`config.mk`:
```
export PLATFORM = sky130hd
export DESIGN_NAME = cfg3w_slave
export DESIGN_NICKNAME = d
export VERILOG_FILES = /design/src/rtl/cfg3w_slave.sv
export SDC_FILE = /design/constraint.sdc
export NUM_CORES = 1
export LEC_CHECK = 0
export BUFFER_PORTS_ARGS = -buffer_cell sky130_fd_sc_hd__buf_2
export CAP_MARGIN = 15
export CORE_ASPECT_RATIO = 1.75
export CORE_MARGIN = 5
export CORE_UTILIZATION = 40
export DETAILED_ROUTE_END_ITERATION = 8
export PLACE_DENSITY = 0.72
export SLEW_MARGIN = 20
export SYNTH_ARGS = -nofsm -noshare
export SYNTH_HDL_FRONTEND = slang
export SYNTH_SLANG_ARGS = --single-unit
```
`constraint.sdc`:
```
create_clock -name clk -period 4.6 [get_ports clk]
set_input_delay 0.92 -clock clk [delete_from_list [all_inputs] [get_ports clk]]
set_output_delay 0.92 -clock clk [all_outputs]
set_load 0.03 [all_outputs]
```
`src/rtl/cfg3w_slave.sv`:
```
module cfg3w_slave #(
  parameter int SYNC_STAGES = 2,
  parameter int WORD_BITS   = 16,
  parameter int EXT_BITS    = 25,
  parameter logic [EXT_BITS-WORD_BITS-1:0] CR_PREFIX = 9'b101000000
) (
  input  logic        clk,
  input  logic        rst_n,
  input  logic        ser_clk,
  input  logic        ser_dat,
  input  logic        ser_en_n,
  output logic        upd_stb,
  output logic        tx_sel,
  output logic [1:0]  ramp_code,
  output logic [10:0] ramp_mv,
  output logic [2:0]  dev_code,
  output logic [7:0]  dev_pct,
  output logic        ref_sel,
  output logic [1:0]  mc_code,
  output logic [6:0]  main_count,
  output logic [4:0]  swallow,
  output logic        clk_rec_en
);
  localparam int CNT_W = $clog2(EXT_BITS + 1);
  localparam logic [CNT_W-1:0] CNT_MAX = CNT_W'(EXT_BITS);

  logic [SYNC_STAGES-1:0] ck_sy, dt_sy, en_sy;
  logic ck_d, en_d;
  logic [EXT_BITS-1:0]  shreg;
  logic [CNT_W-1:0]     cnt;
  logic [WORD_BITS-1:0] act;

  wire ck_s    = ck_sy[SYNC_STAGES-1];
  wire dt_s    = dt_sy[SYNC_STAGES-1];
  wire en_s    = en_sy[SYNC_STAGES-1];
  wire ck_rise = ck_s & ~ck_d;
  wire en_fall = ~en_s & en_d;
  wire en_rise = en_s & ~en_d;

  always_ff @(posedge clk or negedge rst_n) begin
    if (!rst_n) begin
      ck_sy <= '0;
      dt_sy <= '0;
      en_sy <= '1;
      ck_d  <= 1'b0;
      en_d  <= 1'b1;
    end else begin
      ck_sy <= {ck_sy[SYNC_STAGES-2:0], ser_clk};
      dt_sy <= {dt_sy[SYNC_STAGES-2:0], ser_dat};
      en_sy <= {en_sy[SYNC_STAGES-2:0], ser_en_n};
      ck_d  <= ck_s;
      en_d  <= en_s;
    end
  end

  always_ff @(posedge clk or negedge rst_n) begin
    if (!rst_n) begin
      shreg      <= '0;
      cnt        <= '0;
      act        <= '0;
      clk_rec_en <= 1'b0;
      upd_stb    <= 1'b0;
    end else begin
      upd_stb <= 1'b0;
      if (en_fall) begin
        cnt <= '0;
      end else if (ck_rise && !en_s) begin
        shreg <= {shreg[EXT_BITS-2:0], dt_s};
        if (cnt != CNT_MAX) cnt <= cnt + 1'b1;
      end
      if (en_rise) begin
        act        <= shreg[WORD_BITS-1:0];
        clk_rec_en <= (cnt == CNT_MAX) && (shreg[EXT_BITS-1:WORD_BITS] == CR_PREFIX);
        upd_stb    <= 1'b1;
      end
    end
  end

  assign ramp_code  = act[13:12];
  assign dev_code   = act[11:9];
  assign tx_sel     = act[8];
  assign ref_sel    = act[7];
  assign mc_code    = act[6:5];
  assign swallow    = act[4:0];
  assign main_count = 7'd86 + {5'd0, mc_code};
  assign dev_pct    = 8'd60 + 8'd10 * {5'd0, dev_code};

  always_comb begin
    case (ramp_code)
      2'd0:    ramp_mv = 11'd1300;
      2'd1:    ramp_mv = 11'd1350;
      2'd2:    ramp_mv = 11'd1400;
      default: ramp_mv = 11'd1750;
    endcase
  end


  strobe_one_cycle_chk: assert property (@(posedge clk) disable iff (!rst_n)
    upd_stb |=> !upd_stb);


  word_hold_chk: assert property (@(posedge clk) disable iff (!rst_n)
    !upd_stb |-> ($stable(act) && $stable(clk_rec_en)));


  idle_clock_ignored_chk: assert property (@(posedge clk) disable iff (!rst_n)
    (ck_rise && en_s) |=> $stable(shreg));


  always_comb begin
    dev_grid_chk: assert (dev_pct >= 8'd60 && dev_pct <= 8'd130 && (dev_pct % 8'd10) == 8'd0);
  end
endmodule

```
==> results of run 1 <==
-- power groups by stage --
stage	clock, mW	combinational (mW)	sequential (mW)
floorplan	0	0.0584	0.584
global placement	0	0.127	0.553
detailed placement	0	0.129	0.555
CTS	0.289	0.129	0.546
global route	0.305	0.138	0.551
finish	0.275	0.126	0.543
-- how the worst max path moves through the flow --
stage	end	slack (ns)	cells after the start
after floorplan	dev_pct[6]	1.84	5
final	dev_pct[6]	1.59	6
after global placement	dev_pct[6]	1.97	6
after CTS	dev_pct[6]	1.55	6
after detailed placement	dev_pct[6]	1.91	6
after global routing	dev_pct[6]	1.45	6
-- state kept, by name (all words and copies together), names as in the netlist --
signal / cells
dt_sy: 2
shreg: 25
ck_d: 1
en_d: 1
clk_rec_en: 1
cnt: 5
upd_stb: 1
ck_sy: 2
act: 14
en_sy: 2
-- cells in the final DEF, fill, tap and decap left out, drive strengths merged, types with 3 or more instances in the layout --
master / count
conb: 6
nand2: 8
mux2: 39
inv: 13
ha: 7
nand2b: 4
a21oi: 3
clkbuf: 6
buf: 41
dfstp: 3
dfrtp: 51
o21ai: 4
-- metrics by stage --
| stage | std cells | hold slack, ns | worst slack, ns | instance area (µm²) |
|---|---|---|---|---|
| 2_1_floorplan | 178 | 0.331 | 1.84 | 2370 |
| 3_3_place_gp | 279 | 0.334 | 1.97 | 2540 |
| 3_5_place_dp | 279 | 0.345 | 1.91 | 2540 |
| 4_1_cts | 287 | 0.359 | 1.55 | 2640 |
| 5_1_grt | 287 | 0.364 | 1.45 | 2640 |
| 6_report | 287 | 0.357 | 1.59 | 2640 |
-- layer usage --
metal | routed length (µm) | track usage (%)
met5 | 0 | 0
met2 | 1920 | 18.5
met4 | 98 | 5.98
met1 | 1280 | 10.7
met3 | 218 | 3.03
-- cells by family (layout without fill, tap and decap cells) --
logic type                 Yosys count  in the layout  synth area share (%)
DFF                                 54             54                  57.6
muxes                               39             39                  18.7
buffers and inverters               30             61                  7.50
and+or+nand+nor                     28             28                  7.29
AOI/OAI and AO/OA                   11             11                  2.82
adders and majority gates            9              9                  5.43
other                                2              6                 0.319
xor gates and xnor gates             1              1                 0.372
-- layout make-up --
cell class	instances	area, µm²	area share [%]
multi-input combinational	94	836	31.7
tap	78	97.6	3.70
clock inverter	2	16.3	0.616
sequential	54	1360	51.3
timing repair buffer	41	208	7.87
inverter	12	45.0	1.71
clock buffer	6	82.6	3.13
==> impl_metrics.env, run 1 <==
export IMPL_clkPwrFrac_pct=29.2
export IMPL_crit_buf_inv=1
export IMPL_synthFlopType="dfrtp_1"
export IMPL_cts_hold_buf=0
export IMPL_worst_pin_slew_ns=0.856
export IMPL_clockBufferDepth=2
export IMPL_p_total_mw=0.944
export IMPL_swShare_pct=27.7
export IMPL_numPortBuffers=40
export IMPL_r2r_setup_slack_ns=2.61
export IMPL_cp_data_required_time_ns=3.68
export IMPL_cp_slowest_cell="dfrtp_1"
export IMPL_diodes=0
export IMPL_cts_htree_levels=2
export IMPL_hold_path_depth=0
export IMPL_gr_usage_all_layers_pct=10.6
export IMPL_drc=0
export IMPL_setup_tns_final_ns=0
export IMPL_fill_cells=538
export IMPL_drt_vias_per_instance=4.66
export IMPL_grt_setup_unrepaired="false"
export IMPL_pwr_share_comb_pct=13.3
export IMPL_cts_resized=0
export IMPL_worst_path_most_repeated_cell="ha_1"
export IMPL_antenna_left=0
export IMPL_routabilityCongestion=0.673
export IMPL_wire_per_inst_um=12.3
export IMPL_dp_hpwl_um=2600
export IMPL_dieArea_mm2=0.00757
export IMPL_antenna_found_initial=0
export IMPL_finClkSkew_ns=0.00699
export IMPL_cap_violations=0
export IMPL_numCtsBuffers=5
export IMPL_yosysTopAreaCellShare_pct=54.3
export IMPL_ys_types=33
export IMPL_powerDensity_mw_per_mm2=358
export IMPL_outcome="finished, final reports clean"
export IMPL_r2r_end="shreg[17]$_DFFE_PN0P_"
export IMPL_die_width_um=68.0
export IMPL_rr_worst_depth=3
export IMPL_fin_util_pct=45.6
export IMPL_synth_top_area_cell="dfrtp_1"
export IMPL_synth_cells=174
export IMPL_cts_tree="done"
export IMPL_crit_family="adder cells"
export IMPL_routed_wirelength_um=3520
export IMPL_crit_fanout=6
export IMPL_grt_pass1_vias=1390
export IMPL_reg2reg_from="en_sy[1]$_DFF_PN1_"
export IMPL_syn_avg_cell_area_um2=13.5
export IMPL_slew_limit_headroom_pct=42.9
export IMPL_root_buffer="clkbuf_8"
export IMPL_path_cells="ha_1 -> ha_1 -> ha_1 -> nor3b_1 -> xnor2_1 -> buf_2"
export IMPL_p_int_mw=0.683
export IMPL_ys_warn_count=0
export IMPL_synthesis_area_mm2=0.00235
export IMPL_peakVddDrop_v=0.000232
export IMPL_setup_viol=0
export IMPL_postCtsSetupRepairBufs=0
export IMPL_fmax_mhz=333
export IMPL_die_h_um=111
export IMPL_slowest_delay_ns=0.46
export IMPL_post_synth_top_count_cell="dfrtp_1"
export IMPL_critPathLaunchType="register"
export IMPL_leakage_nw=1.40
export IMPL_overflow=0
export IMPL_hold_class="register to register"
export IMPL_num_vias=1338
export IMPL_synthTopCellsByCount="51 x dfrtp_1, 39 x mux2_1, 12 x buf_4"
export IMPL_min_period_over_period_pct=65.4
export IMPL_grt_start_max_net_pins=55
export IMPL_clock_sinks=54
export IMPL_synth_edf_count=0
export IMPL_cp_end_kind="primary output"
export IMPL_p_seq_share_pct=57.5
export IMPL_postSynth_asyncResetShare_pct=100
export IMPL_drv_slew=0
export IMPL_worstHoldStart="dt_sy[0]$_DFF_PN0_"
export IMPL_drt_pre_antenna_iters=3
export IMPL_hold_viol_final=0
export IMPL_grt_first_pass_wirelength_um=6070
export IMPL_ys_ff_latch=54
export IMPL_hold_path_end="dt_sy[1]$_DFF_PN0_"
export IMPL_fin_nets=222
export IMPL_drive_gt1_share_pct=26.3
export IMPL_yosysSeqAreaShare_pct=57.6
export IMPL_initial_core_util_pct=40.6
export IMPL_syn2layout_area_growth_pct=12.2
export IMPL_clk_pin_slew_ns=0.10
export IMPL_cp_data_arrival_time_ns=2.09
export IMPL_io_pins=47
export IMPL_crit_start="act[9]$_DFFE_PN0P_"
export IMPL_netSwitchingPower_mw=0.261
export IMPL_drt_iter0_drc=23
export IMPL_synthTopCellsByArea="dfrtp_1 54%, mux2_1 19%, buf_4 3.8%"
export IMPL_insertion_delay_ns=0.31
export IMPL_coreArea_mm2=0.00579
export IMPL_crit_type="register to primary output"
export IMPL_rows=37
export IMPL_fin_crit_ns=3.01
Power figures use the tool's default switching activity.
==> inputs of run 2 (changes only) <==
- clock period: 4.6 -> 2.87 ns (I/O delays scaled with it)
==> run 2 against run 1 <==
Net effect:
- critical endpoint unchanged
- sequential share of layout area fell by 0.31 points
- flip-flop and latch count unchanged
- total power grew 66%
==> impl_metrics.env, run 2 (synthesis gave the netlist of run 1 again) <==
export IMPL_cap_violations=0
export IMPL_fin_nets=223
export IMPL_slew_limit_headroom_pct=43.4
export IMPL_diodes=0
export IMPL_outcome="finished, final reports clean"
export IMPL_clock_sinks=54
export IMPL_cts_resized=0
export IMPL_worst_slack_ns=0.214
export IMPL_final_cell_area_mm2=0.00266
export IMPL_routed_wirelength_um=3680
export IMPL_root_buffer="clkbuf_8"
export IMPL_antenna_left=0
export IMPL_grt_start_max_net_pins=55
export IMPL_fin_util_pct=45.9
export IMPL_fmax_mhz=377
export IMPL_crit_fanout=6
export IMPL_io_pins=47
export IMPL_rows=37
export IMPL_top_regs="shreg (25), act (14), cnt (5)"
export IMPL_syn2layout_area_growth_pct=12.9
export IMPL_hold_class="register to register"
export IMPL_grt_setup_unrepaired="false"
export IMPL_dp_hpwl_um=2650
export IMPL_route_met3_wl_um=174
export IMPL_critPathLaunchType="register"
export IMPL_cts_tree="done"
export IMPL_cts_hold_buf=0
export IMPL_worst_path_most_repeated_cell="ha_1"
export IMPL_coreArea_mm2=0.00579
export IMPL_grt_first_pass_wirelength_um=6210
export IMPL_mostFrequentLayoutCells="51 x dfrtp_1, 40 x buf_2, 39 x mux2_1"
export IMPL_die_h_um=111
export IMPL_drt_pre_antenna_iters=3
export IMPL_peakVddDrop_v=0.000335
export IMPL_setup_tns_final_ns=0
export IMPL_clockBufferDepth=2
export IMPL_top_register="shreg"
export IMPL_cp_data_arrival_time_ns=2.08
export IMPL_powerDensity_mw_per_mm2=590
export IMPL_worst_pin_slew_ns=0.850
export IMPL_insertion_delay_ns=0.30
export IMPL_numCtsBuffers=5
export IMPL_cts_htree_levels=2
export IMPL_die_width_um=68.0
export IMPL_drt_vias_per_instance=4.64
export IMPL_setup_viol=0
export IMPL_overflow=0
export IMPL_cp_data_required_time_ns=2.30
export IMPL_grt_pass1_vias=1333
export IMPL_drt_iter0_drc=16
export IMPL_drive_gt1_share_pct=26.3
export IMPL_numPortBuffers=40
export IMPL_mostFrequentLayoutCell="dfrtp_1"
export IMPL_dieArea_mm2=0.00757
export IMPL_routed_top_layer="met4"
export IMPL_place_area_mm2=0.00255
export IMPL_gr_usage_all_layers_pct=10.7
export IMPL_min_period_over_period_pct=92.5
export IMPL_fill_cells=523
export IMPL_slowest_delay_ns=0.47
export IMPL_fin_crit_ns=2.66
export IMPL_drc=0
export IMPL_wire_per_inst_um=12.8
export IMPL_finClkSkew_ns=0.00513
export IMPL_largest_register_ffs=25
export IMPL_cp_slowest_cell="dfrtp_1"
export IMPL_drv_slew=0
export IMPL_place_ws_ns=0.544
export IMPL_leakage_nw=1.41
export IMPL_crit_type="register to primary output"
export IMPL_postCtsSetupRepairBufs=0
export IMPL_routabilityCongestion=0.684
export IMPL_clk_pin_slew_ns=0.09
export IMPL_hold_viol_final=0
export IMPL_wl_met1_um=1430
export IMPL_initial_core_util_pct=40.6
export IMPL_wl_met2_um=1970
export IMPL_cp_end_kind="primary output"
export IMPL_num_vias=1331
export IMPL_antenna_found_initial=0
export IMPL_path_cells="ha_1 -> ha_1 -> ha_1 -> nor3b_1 -> xnor2_1 -> buf_2"
-- run 2: changes by cell type in the layout (fill, tap and decap cells not counted), sizes merged --
cell | previous run | this run
buf | 41 | 42
bufinv | 0 | 1
clkbuf | 6 | 5
clkinv | 0 | 1
clkinvlp | 1 | 0
inv | 13 | 12
-- run 2: worst paths after layout --
| kind | startpoint | to | slack (ns) | cells after the start |
|---|---|---|---|---|
| min in group asynchronous | rst_n | act[4]$_DFFE_PN0P_ | 0.38 | 2 |
| worst max register to register | en_sy[1]$_DFF_PN1_ | shreg[1]$_DFFE_PN0P_ | 0.87 | 3 |
| worst max-delay path | act[9]$_DFFE_PN0P_ | dev_pct[6] | 0.21 | 6 |
| worst min-delay path | ck_sy[0]$_DFF_PN0_ | ck_sy[1]$_DFF_PN0_ | 0.35 | 0 |
| worst min register to register | ck_sy[0]$_DFF_PN0_ | ck_sy[1]$_DFF_PN0_ | 0.35 | 0 |
| max in group asynchronous | rst_n | cnt[3]$_DFFE_PN0P_ | 2.05 | 2 |
-- run 2: per-layer routing --
layer | GRT usage (%) | up-vias
met5 | 0 | -
met4 | 5.58 | 0
met3 | 2.83 | 5
met2 | 17.9 | 36
li1 | - | 634
met1 | 12.1 | 656
-- run 2: critical path: cells and delay by family (launching register included) --
family | cells | cell delay (ns)
xor gates and xnor gates | 1 | 0.14
and+or+nand+nor | 1 | 0.23
buffers and inverters | 1 | 0.21
adders and majority gates | 3 | 0.73
DFF | 1 | 0.47
-- run 2: power breakdown --
part	internal [mW]	switching [mW]
logic	0.0683	0.136
clock network	0.257	0.234
registers	0.829	0.0441
-- run 2: area by class of cell --
cell class                 count  area [µm²]  area share (%)
tap                           78        97.6            3.67
sequential                    54        1360            51.0
timing repair buffer          42         215            8.10
multi-input combinational     94         836            31.5
clock inverter                 2        38.8            1.46
inverter                      12        45.0            1.70
clock buffer                   5        68.8            2.59
-- run 2: metrics by stage --
step | hold WS [ns] | power (mW) | std cells
floorplan | 0.278 | 1.03 | 178
global placement | 0.335 | 1.09 | 280
detailed placement | 0.336 | 1.10 | 280
CTS | 0.357 | 1.60 | 287
global route | 0.348 | 1.64 | 287
finish | 0.355 | 1.57 | 287
